===== config.mk =====
export PLATFORM = sky130hd
export DESIGN_NAME = rail_group_seq
export DESIGN_NICKNAME = d
export VERILOG_FILES = /design/src/rtl/rail_seq_pkg.sv /design/src/rtl/rail_mode_regs.sv /design/src/rtl/rail_seq_fsm.sv /design/src/rtl/rail_en_mux.sv /design/src/rtl/rail_group_seq.sv
export SDC_FILE = /design/constraint.sdc
export NUM_CORES = 1
export LEC_CHECK = 0
export BUFFER_PORTS_ARGS = -buffer_cell sky130_fd_sc_hd__clkbuf_2
export CORE_MARGIN = 1.5
export CORE_UTILIZATION = 25
export CTS_BUF_LIST = sky130_fd_sc_hd__clkbuf_8
export DETAILED_ROUTE_END_ITERATION = 8
export HOLD_SLACK_MARGIN = 0.05
export PLACE_DENSITY = 0.51
export SETUP_SLACK_MARGIN = 0.2
export SLEW_MARGIN = 20
export SYNTH_ARGS = -nofsm -noshare
export SYNTH_HDL_FRONTEND = slang
export SYNTH_SLANG_ARGS = --single-unit

===== constraint.sdc =====
create_clock -name clk -period 2.43 [get_ports clk]
set_clock_uncertainty 0.1 [all_clocks]
set_input_delay 0.729 -clock clk [delete_from_list [all_inputs] [get_ports clk]]
set_output_delay 0.729 -clock clk [all_outputs]
set_load 0.01 [all_outputs]

===== src/rtl/rail_seq_pkg.sv =====
`timescale 1ns/1ps
package rail_seq_pkg;

   localparam int NUM_RAILS  = 13;
   localparam int NUM_GROUPS = 4;

   // rail indices shared by enable vector and mode address space
   localparam int RAIL_BUCK1 = 0;
   localparam int RAIL_BUCK2 = 1;
   localparam int RAIL_BUCK3 = 2;
   localparam int RAIL_BUCK4 = 3;
   localparam int RAIL_LDO1  = 4;
   localparam int RAIL_LDO2  = 5;
   localparam int RAIL_LDO3  = 6;
   localparam int RAIL_LDO4  = 7;
   localparam int RAIL_LDO5  = 8;
   localparam int RAIL_LDO6  = 9;
   localparam int RAIL_LDO7  = 10;
   localparam int RAIL_LDO8  = 11;
   localparam int RAIL_LDO9  = 12;

   typedef enum logic [2:0] {
      SEQ_IDLE   = 3'd0,
      SEQ_GRP_A  = 3'd1,
      SEQ_GRP_B  = 3'd2,
      SEQ_GRP_C  = 3'd3,
      SEQ_GRP_D  = 3'd4,
      SEQ_ALL_UP = 3'd5
   } seq_state_t;

   typedef logic [1:0] rail_mode_t;

   localparam rail_mode_t MODE_OFF = 2'b00;
   localparam rail_mode_t MODE_ON  = 2'b01;
   localparam rail_mode_t MODE_REQ = 2'b10;

   // power-up group of each rail (0 = first)
   function automatic logic [1:0] rail_group(input int idx);
      case (idx)
         RAIL_BUCK2, RAIL_BUCK3, RAIL_LDO2:            return 2'd0;
         RAIL_BUCK4, RAIL_LDO1, RAIL_LDO3:             return 2'd1;
         RAIL_LDO5, RAIL_LDO6, RAIL_LDO7, RAIL_LDO8:   return 2'd2;
         default:                                      return 2'd3;
      endcase
   endfunction

   function automatic rail_mode_t rail_reset_mode(input int idx);
      case (idx)
         RAIL_BUCK1, RAIL_LDO1, RAIL_LDO2, RAIL_LDO4, RAIL_LDO6: return MODE_REQ;
         default:                                                return MODE_OFF;
      endcase
   endfunction

endpackage


===== src/rtl/rail_mode_regs.sv =====
`timescale 1ns/1ps
module rail_mode_regs
   import rail_seq_pkg::*;
#(
   parameter int ADDR_W    = 4,
   parameter int DATA_W    = 8,
   parameter int GAP_W     = 8,
   parameter int GAP_RESET = 64,
   parameter logic [DATA_W-1:0] VSEL0_RESET = 'h20,
   parameter logic [DATA_W-1:0] VSEL1_RESET = 'h2C
)(
   input  logic                          clk,
   input  logic                          rst_n,
   input  logic                          wr_en,
   input  logic [ADDR_W-1:0]             wr_addr,
   input  logic [DATA_W-1:0]             wr_data,
   input  logic                          req_fall,
   output rail_mode_t [NUM_RAILS-1:0]    mode_vec,
   output logic [GAP_W-1:0]              gap_cfg,
   output logic [DATA_W-1:0]             vsel0,
   output logic [DATA_W-1:0]             vsel1
);

   localparam int NUM_REGS = NUM_RAILS + 3;
   localparam logic [ADDR_W-1:0] ADDR_GAP   = ADDR_W'(NUM_RAILS);
   localparam logic [ADDR_W-1:0] ADDR_VSEL0 = ADDR_W'(NUM_RAILS + 1);
   localparam logic [ADDR_W-1:0] ADDR_VSEL1 = ADDR_W'(NUM_RAILS + 2);

   if (ADDR_W < $clog2(NUM_REGS)) begin : g_bad_addr_w
      $error("ADDR_W too narrow for register map");
   end
   if (GAP_W > DATA_W) begin : g_bad_gap_w
      $error("GAP_W must not exceed DATA_W");
   end
   if (DATA_W < 2) begin : g_bad_data_w
      $error("DATA_W must hold a mode field");
   end
   if (GAP_RESET >= (1 << GAP_W)) begin : g_bad_gap_reset
      $error("GAP_RESET does not fit GAP_W");
   end

   for (genvar i = 0; i < NUM_RAILS; i++) begin : g_mode
      localparam logic [ADDR_W-1:0] MY_ADDR = ADDR_W'(i);
      rail_mode_t m_q;
      always_ff @(posedge clk or negedge rst_n) begin
         if (!rst_n)
            m_q <= rail_reset_mode(i);
         else if (wr_en && (wr_addr == MY_ADDR))
            m_q <= wr_data[1:0];
      end
      assign mode_vec[i] = m_q;
   end

   logic [GAP_W-1:0]  gap_q;
   logic [DATA_W-1:0] vsel0_q, vsel1_q;

   always_ff @(posedge clk or negedge rst_n) begin
      if (!rst_n)
         gap_q <= GAP_W'(GAP_RESET);
      else if (wr_en && (wr_addr == ADDR_GAP))
         gap_q <= wr_data[GAP_W-1:0];
   end

   // falling request wins over a same-cycle host write
   always_ff @(posedge clk or negedge rst_n) begin
      if (!rst_n) begin
         vsel0_q <= VSEL0_RESET;
         vsel1_q <= VSEL1_RESET;
      end else if (req_fall) begin
         vsel0_q <= VSEL0_RESET;
         vsel1_q <= VSEL1_RESET;
      end else if (wr_en) begin
         if (wr_addr == ADDR_VSEL0) vsel0_q <= wr_data;
         if (wr_addr == ADDR_VSEL1) vsel1_q <= wr_data;
      end
   end

   assign gap_cfg = gap_q;
   assign vsel0   = vsel0_q;
   assign vsel1   = vsel1_q;

endmodule


===== src/rtl/rail_seq_fsm.sv =====
`timescale 1ns/1ps
module rail_seq_fsm
   import rail_seq_pkg::*;
#(
   parameter int GAP_W = 8
)(
   input  logic                   clk,
   input  logic                   rst_n,
   input  logic                   qualified,
   input  logic                   req_in,
   input  logic [GAP_W-1:0]       gap_cfg,
   output logic                   req_fall,
   output logic [NUM_GROUPS-1:0]  grp_on,
   output seq_state_t             state
);

   logic                  req_q;
   logic                  req_rise;
   seq_state_t            state_q;
   logic [NUM_GROUPS-1:0] grp_q;
   logic [GAP_W-1:0]      cnt_q;
   logic [GAP_W-1:0]      gap_load;

   assign req_rise = req_in & ~req_q;
   assign req_fall = ~req_in & req_q;
   // a zero gap is clamped to a one-cycle spacing
   assign gap_load = (gap_cfg == '0) ? '0 : gap_cfg - GAP_W'(1);

   always_ff @(posedge clk or negedge rst_n) begin
      if (!rst_n) begin
         req_q   <= 1'b0;
         state_q <= SEQ_IDLE;
         grp_q   <= '0;
         cnt_q   <= '0;
      end else begin
         req_q <= req_in;
         if (!qualified || req_fall) begin
            state_q <= SEQ_IDLE;
            grp_q   <= '0;
            cnt_q   <= '0;
         end else begin
            case (state_q)
               SEQ_IDLE: begin
                  if (req_rise) begin
                     state_q <= SEQ_GRP_A;
                     grp_q   <= NUM_GROUPS'(1);
                     cnt_q   <= gap_load;
                  end
               end
               SEQ_GRP_A, SEQ_GRP_B, SEQ_GRP_C, SEQ_GRP_D: begin
                  if (cnt_q == '0) begin
                     state_q <= seq_state_t'(state_q + 3'd1);
                     grp_q   <= {grp_q[NUM_GROUPS-2:0], 1'b1};
                     cnt_q   <= gap_load;
                  end else begin
                     cnt_q <= cnt_q - GAP_W'(1);
                  end
               end
               default: ;
            endcase
         end
      end
   end

   assign grp_on = grp_q;
   assign state  = state_q;

endmodule


===== src/rtl/rail_en_mux.sv =====
`timescale 1ns/1ps
module rail_en_mux
   import rail_seq_pkg::*;
(
   input  rail_mode_t [NUM_RAILS-1:0] mode_vec,
   input  logic [NUM_GROUPS-1:0]      grp_on,
   output logic [NUM_RAILS-1:0]       rail_en
);

   for (genvar i = 0; i < NUM_RAILS; i++) begin : g_rail
      localparam logic [1:0] GRP = rail_group(i);
      assign rail_en[i] = mode_vec[i][1] ? grp_on[GRP] : mode_vec[i][0];
   end

endmodule


===== src/rtl/rail_group_seq.sv =====
`timescale 1ns/1ps
module rail_group_seq
   import rail_seq_pkg::*;
#(
   parameter int ADDR_W    = 4,
   parameter int DATA_W    = 8,
   parameter int GAP_W     = 8,
   parameter int GAP_RESET = 64,
   parameter logic [DATA_W-1:0] VSEL0_RESET = 'h20,
   parameter logic [DATA_W-1:0] VSEL1_RESET = 'h2C
)(
   input  logic                  clk,
   input  logic                  rst_n,
   input  logic                  supply_ok,
   input  logic                  chip_en,
   input  logic                  req_in,
   input  logic                  wr_en,
   input  logic [ADDR_W-1:0]     wr_addr,
   input  logic [DATA_W-1:0]     wr_data,
   output logic [NUM_RAILS-1:0]  rail_en,
   output logic [2:0]            seq_state,
   output logic [DATA_W-1:0]     core_vsel0,
   output logic [DATA_W-1:0]     core_vsel1
);

   rail_mode_t [NUM_RAILS-1:0] mode_vec;
   logic [GAP_W-1:0]           gap_cfg;
   logic                       req_fall;
   logic [NUM_GROUPS-1:0]      grp_on;
   seq_state_t                 state;
   logic                       qualified;

   assign qualified = supply_ok & chip_en;

   rail_mode_regs #(
      .ADDR_W(ADDR_W), .DATA_W(DATA_W), .GAP_W(GAP_W), .GAP_RESET(GAP_RESET),
      .VSEL0_RESET(VSEL0_RESET), .VSEL1_RESET(VSEL1_RESET)
   ) regs_i (
      .clk(clk), .rst_n(rst_n), .wr_en(wr_en), .wr_addr(wr_addr), .wr_data(wr_data),
      .req_fall(req_fall), .mode_vec(mode_vec), .gap_cfg(gap_cfg),
      .vsel0(core_vsel0), .vsel1(core_vsel1)
   );

   rail_seq_fsm #(.GAP_W(GAP_W)) fsm_i (
      .clk(clk), .rst_n(rst_n), .qualified(qualified), .req_in(req_in),
      .gap_cfg(gap_cfg), .req_fall(req_fall), .grp_on(grp_on), .state(state)
   );

   rail_en_mux mux_i (
      .mode_vec(mode_vec), .grp_on(grp_on), .rail_en(rail_en)
   );

   assign seq_state = state;

endmodule


# After elaboration in Yosys (flattened, before gate mapping)
# Cells that the tools add are included.
# W data, S select, Z words.
# totals
input_bits	18
wordCells	110
regBits	66
out_inout_bits	32
# op_classes
addsub	3
mux	32
n_bitwise	5
eq_ne	21
n_reduce_logical	29
# ops
cell	n
$mux W8	10
$eq A4 B4 Y1 const B	8
$eq A4 B3 Y1 const B	4
$logic_not A8 Y1	2
$pmux W8 S2	1
$sub A8 B1 Y8 const B	2
$logic_and A1 B1 Y1	14
$mux W1	13
$mux W4	3
$mux W3	3
$eq A4 B2 Y1 const B	2
$pmux W4 S2	1
$eq A3 B2 Y1 const B	2
$ne A3 B1 Y1 const B	2
$pmux W3 S2	1
$reduce_and A2 Y1	3
$reduce_bool A2 Y1	3
$eq A4 B1 Y1 const B	1
$logic_not A4 Y1	1
$reduce_or A4 Y1	1
$add A3 B1 Y3 const B	1
$and A1 B1 Y1	3
$eq A3 B1 Y1 const B	1
$eq A3 B3 Y1 const B	1
other kinds (6)	7

# Longest topological paths before layout
# Gate-level depths: netlist of the first run.
# logic_depth
depth_word	5
ltp_mapped	9
ltp_nobuf	7

# Hierarchy
# Synthesis of the first run repeated with hierarchy kept, for this count alone.
# hier_totals
hier_cells	319
area_unflattened_um2	3478.3
# by_module_without_submodules
mod	cells_per_inst	area_each_um2	n_inst	seq_area_each_um2
rail_mode_regs	164	2115.8	1	1263.7
rail_seq_fsm	141	1183.6	1	400.4
rail_en_mux	13	172.7	1	0.0
rail_group_seq	1	6.3	1	0.0

# Worst setup path after synthesis of the first run
# OpenSTA, ideal clock, no wires.
# synth_timing
path_kind	register to register
start	reg fsm_i.state_q[0] (netlist: fsm_i.state[0])
end	reg fsm_i.cnt_q[4]
period_less_slack_ns	2.287
slack_ns	0.143
t_required_ns	2.207
arrival_time_ns	2.064
setup_ns	0.123
stages_incl_launch_ff	10
n_path_buf	2
path_cell_list	dfrtp_1 -> inv_1 -> ha_1 -> or3_1 -> mux2i_1 -> or2_1 -> buf_6 -> buf_12 -> a21oi_2 -> o221a_1
# synth_via
elab_chain_len	4
word_cells_on_any_way	11
cone_classes	5 x eq/ne; 2 x mux; 4 x reduce/logical
# synth_lines
item	line_no	source
start: declaration	rail_seq_fsm.sv:19	seq_state_t state_q;
start signal: assignment	rail_seq_fsm.sv:52	state_q <= seq_state_t'(state_q + 3'd1);
$eq A3 B1 Y1 (tied with other cells)	rail_seq_fsm.sv:42	case (state_q)
$reduce_or A4 Y1	rail_seq_fsm.sv:42	
$pmux W8 S2 / $reduce_bool A3 Y1 (equally long branches)	--	
$mux W8 / $reduce_and A2 Y1 (equally long branches)	--	
end signal: assignment	rail_seq_fsm.sv:47	cnt_q <= gap_load;
end signal: assignment	rail_seq_fsm.sv:54	cnt_q <= gap_load;
end signal: assignment	rail_seq_fsm.sv:56	cnt_q <= cnt_q - GAP_W'(1);
end: declaration	rail_seq_fsm.sv:21	logic [GAP_W-1:0] cnt_q;
# Several ways; a longest one is shown, not always the timed one.
# A chain may end at the register's enable or synchronous reset.

# Worst setup path after layout of the first run
# layout_timing
start	reg regs_i.g_mode[0].m_q[1]
end	out rail_en[0]
# layout_via
elab_chain_len	1
# layout_lines
item	line_no	source
start: declaration	rail_mode_regs.sv:44	rail_mode_t m_q;
start signal: assignment	rail_mode_regs.sv:47	m_q <= rail_reset_mode(i);
start signal: assignment	rail_mode_regs.sv:49	m_q <= wr_data[1:0];
$mux W1	rail_en_mux.sv:12	assign rail_en[i] = mode_vec[i][1] ? grp_on[GRP] : mode_vec[i][0];
end: declaration	rail_group_seq.sv:20	output logic [NUM_RAILS-1:0] rail_en,
# Every way passes these cells.

==> results of run 1 <==
[cells by family (layout without fill, tap and decap cells)]
logic type      after synthesis  count (layout)  synth area share, %
flops                        66              66                 50.2
simple gates                104             104                 15.9
compound gates               45              45                 8.83
buf+inv                      20              95                 2.98
xor+xnor                      2               2                0.528
mux                          56              56                 18.6
fa+ha+maj                     8               8                 3.02
[cells in the final DEF (no fill, tap or decap), types with 2 or more instances in the layout]
cell,synthesis,final
o21ai_0,9,8
ha_1,8,8
nand2b_1,8,8
dfstp_2,10,10
buf_4,0,18
xnor2_1,2,2
nor2b_1,3,3
a31oi_1,2,2
o32ai_1,2,2
clkbuf_2,0,48
and3_1,4,3
nand3b_1,3,3
clkbuf_8,0,9
nor2_1,23,22
a32o_1,2,2
a22o_1,4,4
nor4_1,3,2
inv_6,0,3
or3_1,5,4
nand2_1,28,28
nor3_1,8,8
clkinvlp_4,0,2
dfrtp_1,56,56
mux2_2,45,45
inv_1,10,9
a21oi_1,17,17
nand3_1,9,9
nand4_1,2,2
mux2i_1,11,10
[synthesized netlist by cell type (all sizes together) (8+ instances only)]
| cell | instances |
|---|---|
| dfrtp | 56 |
| mux2 | 45 |
| nand2 | 28 |
| nor2 | 23 |
| a21oi | 18 |
| mux2i | 11 |
| dfstp | 10 |
| inv | 10 |
| nand3 | 9 |
| nor3 | 9 |
| o21ai | 9 |
| clkbuf | 8 |
| ha | 8 |
| nand2b | 8 |
[metrics by stage]
| stage | area (um^2) | total power [mW] | hold WS [ns] | instances |
|---|---|---|---|---|
| floorplan | 3320 | 1.77 | 0.333 | 301 |
| global placement | 3830 | 1.98 | 0.382 | 527 |
| detailed placement | 3830 | 2.00 | 0.386 | 527 |
| CTS | 4040 | 2.97 | 0.266 | 544 |
| global route | 4110 | 3.10 | 0.299 | 548 |
| finish | 4110 | 2.93 | 0.271 | 548 |
[routing by layer]
layer	share of wire (%)	global-route usage (%)	up-vias
li1	-	-	1213
met1	49	16.7	1243
met4	1.4	3.89	0
met3	2.9	2.22	10
met5	0	0	-
met2	47	18.7	47
[sequential cells by signal (all words and copies together) (netlist names)]
register	cells
fsm_i.grp_on	4
fsm_i.state	3
fsm_i.req_q	1
regs_i.vsel0	8
regs_i.vsel1	8
regs_i.g_mode.m_q	26
regs_i.gap_cfg	8
fsm_i.cnt_q	8
[report_power, final]
group          switching, mW  internal [mW]  total, mW
clock                  0.470          0.483      0.952
combinational          0.291          0.317      0.607
sequential             0.101           1.27       1.37
total                  0.861           2.07       2.93
[final cells by class]
type	instances	area, um^2	area share, %
tap	172	215	5.24
clock inverter	7	76.3	1.86
clock buffer	9	124	3.02
timing repair buffer	69	412	10.0
multi-input combinational	215	1580	38.4
sequential	66	1660	40.5
inverter	10	37.5	0.914
[how the worst max path moves through the flow]
stage,end,start
finish,rail_en[0],regs_i.g_mode[0].m_q[1]
global route,rail_en[0],regs_i.g_mode[0].m_q[1]
CTS,fsm_i.cnt_q[3],fsm_i.state[0]
detailed placement,fsm_i.cnt_q[2],fsm_i.state[0]
global placement,fsm_i.cnt_q[3],fsm_i.state[0]
floorplan,fsm_i.cnt_q[4],fsm_i.state[0]
[what timing repair did]
item	4_1_cts	5_1_grt
pin swaps	0	4
gates cloned	0	0
resized for setup	1	8
buffers inserted	1	4
endpoints found under the setup margin	9	10
==> run_results.csv, run 1 <==
group,metric,value,unit
global_routing,grt_max_degree,44,
sta,tns,0,ns
critical_path,path_depth,2,
yosys,synth_nets,327,
drt,first_pass_iters,4,
clock_network,cts.clk_slew.worst_paths,0.08,ns
critical_path,crit_path_end_kind,"output port",
global_routing,grt_util_all_layers,12.0,%
sta,slew_viol_final,0,
sta,fmax,461,MHz
sta,relSlewSlack,62.3,%
sta,finalHoldViolations,0,
yosys,yosysTopAreaCellShare,42.2,%
drt,drt-initial-drc-count,105,
yosys,async_flop_share,100,%
clock_network,htreeDepth,3,
drt,ant_nets,0,
floorplan,die_h,118,um
clock_network,ctsRootBufferMaster,"clkbuf_8",
yosys,syn_area_per_cell,11.0,um^2
global_routing,gr-total-overflow,0,
critical_path,worstSetupPathType,"reg -> out",
cells_and_area,final_util,32.2,%
clock_network,cts.sinks,66,
critical_path,r2r_slack,0.28,ns
yosys,synth_area,0.00332,mm^2
floorplan,placementRows,41,
sta,setup_viol,0,
power_and_ir_drop,peakVddDrop,291,uV
critical_path,r2r_start,"fsm_i.state[0]",
placed_design,pre_cts_ws,0.108,ns
placed_design,place.port_buffers,49,
power_and_ir_drop,powerDensity,713,mW/mm^2
critical_path,crit_slowest_cell,"dfstp_2",
yosys,synth_warnings,0,
cells_and_area,syn_to_final_growth,23.8,%
critical_path,path_buf_inv,1,
floorplan,core_area,0.0128,mm^2
floorplan,boundaryPins,50,
critical_path,rr_worst_depth,8,
placed_design,hpwl,5860,um
clock_network,holdBufCountCts,0,
run,maxCapViolCount,0,
drt,drc,0,
drt,via_per_inst,4.59,
sta,timing.final.crit_share,89.3,%
power_and_ir_drop,power_leakage,1.84,nW
sta,worst_slew_pin_slew,0.562,ns
global_routing,grt_pass1_vias,2529,
floorplan,die_x,118,um
critical_path,cp-start-kind,"flop",
yosys,yosysSeqAreaShare,50.2,%
placed_design,gp_congestion,0.867,
run_status,status,"finished, final reports clean",
drt,drt_wl_total,7960,um
critical_path,cp_cell_sequence,"mux2_2, clkbuf_2",
cells_and_area,drive_gt1_share,40.7,%
yosys,ys_ff_latch,66,
sta,fin_crit,2.17,ns
global_routing,antenna_found_initial,0,
drt,via_count,2513,
yosys,synthTopCellsByArea,"dfrtp_1 (42%), mux2_2 (15%), dfstp_2 (7.9%), mux2i_1 (3.3%), nand2_1 (3.2%)",
yosys,synth_edf_count,0,
critical_path,max_stage_delay,0.53,ns
clock_network,insertion_delay,0.35,ns
critical_path,critPathMaxFanout,2,
critical_path,critPathRequiredTime,1.60,ns
global_routing,grt_pass1_wl,13300,um
cells_and_area,num-nets-final,397,
yosys,synth_cell_types,44,
clock_network,ctsLongestPathBuffers,2,
critical_path,rr_endpoint,"fsm_i.cnt_q[3]",
yosys,synthFlopType,"dfrtp_1",
critical_path,crit_arrival,1.34,ns
floorplan,die_area,0.0140,mm^2
critical_path,critPathTopFamily,"flip-flops",
clock_network,cts_made_buffers,9,
floorplan,initial_utilization,26.0,%
yosys,syn_inst,301,
drt,wire_per_inst,14.5,um
yosys,synth_largest_area_cell,"dfrtp_1",
sta,fin_ws,0.261,ns
sta,rsz0062_at_grt,"false",
clock_network,cts_tree,"yes",
cells_and_area,nFillCells,1324,
cells_and_area,antenna-diode-count,0,
worst_hold_path,worstHoldPathType,"in -> async",
Note: power is estimated with default switching activity, not from simulation.
==> run 2: changes to the inputs <==
--- a/config.mk
+++ b/config.mk
@@ -7,11 +7,11 @@
 export LEC_CHECK = 0
 export BUFFER_PORTS_ARGS = -buffer_cell sky130_fd_sc_hd__clkbuf_2
 export CORE_MARGIN = 1.5
-export CORE_UTILIZATION = 25
+export CORE_UTILIZATION = 34
 export CTS_BUF_LIST = sky130_fd_sc_hd__clkbuf_8
 export DETAILED_ROUTE_END_ITERATION = 8
 export HOLD_SLACK_MARGIN = 0.05
-export PLACE_DENSITY = 0.51
+export PLACE_DENSITY = 0.62
 export SETUP_SLACK_MARGIN = 0.2
 export SLEW_MARGIN = 20
 export SYNTH_ARGS = -nofsm -noshare
==> run 2 against run 1 <==
Effect of this change:
- clock power down 3.9%
- combinational power about the same
- non-clock buffer count down 4
- final cell count down 8.6%
- die area down 26%
- sequential share of layout area up 0.92 points
- sequential power about the same
- final area down 2.2%
- hold slack better by 0.027 ns
- critical endpoint is now fsm_i.cnt_q[4]
- first-iteration DRC count down 26%
==> run_results.csv, run 2 (synthesized netlist as in run 1, its figures left out) <==
group,metric,value,unit
sta,hold_ws,0.298,ns
global_routing,antenna_found_initial,0,
critical_path,crit_slowest_cell,"or4_4",
worst_hold_path,worstHoldPathType,"in -> async",
placed_design,place.port_buffers,49,
power_and_ir_drop,power_leakage,1.83,nW
cells_and_area,syn_to_final_growth,21.1,%
drt,drt-met1-wl,3540,um
critical_path,rr_endpoint,"fsm_i.cnt_q[4]",
floorplan,die_x,102,um
sta,fmax,461,MHz
floorplan,core_area,0.00933,mm^2
critical_path,crit_path_end_kind,"flop",
run,maxCapViolCount,0,
drt,via_count,2507,
clock_network,holdBufCountCts,0,
sta,slew_viol_final,0,
clock_network,cts.sinks,66,
global_routing,grt_pass1_vias,2403,
sta,fin_crit,2.17,ns
floorplan,initial_utilization,35.6,%
critical_path,cp_cell_sequence,"or4_4, nor3_4, or2_4, buf_4, a21oi_2, o221a_1",
drt,wl_met2,3430,um
drt,ant_nets,0,
clock_network,ctsLongestPathBuffers,2,
floorplan,placementRows,35,
sta,tns,0,ns
drt,highest_layer,"met4",
cells_and_area,regMostFlops,"regs_i.g_mode.m_q",
placed_design,hpwl,5310,um
cells_and_area,num-nets-final,393,
critical_path,cp-start-kind,"flop",
power_and_ir_drop,powerDensity,719,mW/mm^2
critical_path,critPathRequiredTime,2.55,ns
placed_design,gp_congestion,0.886,
drt,wl_met3,431,um
critical_path,r2r_slack,0.26,ns
cells_and_area,largest_reg_flops,26,
clock_network,insertion_delay,0.34,ns
drt,first_pass_iters,4,
cells_and_area,antenna-diode-count,0,
global_routing,grt_util_all_layers,15.4,%
power_and_ir_drop,peakVddDrop,301,uV
power_and_ir_drop,power.total,2.89,mW
critical_path,crit_arrival,2.29,ns
clock_network,ctsRootBufferMaster,"clkbuf_8",
drt,drt-initial-drc-count,78,
floorplan,die_h,102,um
critical_path,crit_start,"fsm_i.cnt_q[3]",
drt,drt_wl_total,7490,um
run_status,status,"finished, final reports clean",
sta,relSlewSlack,55.8,%
critical_path,critPathMaxFanout,7,
clock_network,cts_made_buffers,9,
clock_network,htreeDepth,3,
cells_and_area,layout_common_cells,"dfrtp_1 (56), clkbuf_2 (49), mux2_2 (45)",
cells_and_area,layout_commonest_cell,"dfrtp_1",
floorplan,die_area,0.0104,mm^2
drt,drc,0,
drt,via_per_inst,5.00,
sta,worst_slew_pin_slew,0.658,ns
sta,setup_viol,0,
cells_and_area,drive_gt1_share,39.2,%
critical_path,worstSetupPathType,"reg -> reg",
global_routing,gr-total-overflow,0,
drt,wire_per_inst,15.0,um
sta,rsz0062_at_grt,"false",
critical_path,r2r_start,"fsm_i.cnt_q[3]",
global_routing,grt_max_degree,67,
sta,timing.final.crit_share,89.3,%
clock_network,cts.clk_slew.worst_paths,0.07,ns
floorplan,boundaryPins,50,
clock_network,cts_tree,"yes",
critical_path,rr_worst_depth,6,
global_routing,grt_pass1_wl,12200,um
critical_path,max_stage_delay,0.59,ns
sta,finalHoldViolations,0,
[run 2: per-stage QoR]
step	setup slack (ns)	cells	area [um^2]	utilization, %
4_1_cts	0.213	501	3990	42.8
3_5_place_dp	0.201	484	3790	40.6
6_report	0.259	501	4020	43.1
2_1_floorplan	0.203	301	3320	-
5_1_grt	0.204	501	4020	43.1
3_3_place_gp	0.245	484	3790	40.6
[run 2: worst max path at each step]
stage | slack (ns) | cells past startpoint | endpoint
floorplan | 0.20 | 9 | fsm_i.cnt_q[4]
global placement | 0.24 | 8 | fsm_i.cnt_q[4]
detailed placement | 0.20 | 8 | fsm_i.cnt_q[3]
CTS | 0.21 | 8 | fsm_i.cnt_q[3]
global route | 0.20 | 6 | fsm_i.cnt_q[4]
finish | 0.26 | 6 | fsm_i.cnt_q[4]
[run 2: where the power goes]
part | internal (mW) | switching, mW
Clock | 0.495 | 0.420
Sequential | 1.27 | 0.0985
Combinational | 0.313 | 0.293
[run 2: critical path, delay by kind of cell, from the launching register on]
kind                   cells  cell delay, ns
AND/OR/NAND/NOR            3            1.07
flip-flops                 1            0.43
buffers and inverters      1            0.15
AO/OA/AOI/OAI              2            0.30
[run 2: layer usage]
metal,track usage [%],vias up
met3,5.45,10
li1,-,1205
met2,22.7,51
met4,4.81,0
met5,0,-
met1,21.3,1241
[run 2: what timing repair did]
action | in CTS | in global routing
setup endpoints to repair | 3 | 14
pin swaps | 0 | 0
resized for setup | 0 | 5
buffers inserted | 1 | 0
[run 2: layout make-up]
class | count | area [um^2]
Tap cell | 129 | 161
Sequential cell | 66 | 1660
Timing Repair Buffer | 65 | 378
Fill cell | 884 | 5310
Clock buffer | 10 | 138
Clock inverter | 6 | 57.6
Inverter | 10 | 37.5
Multi-Input combinational cell | 215 | 1580
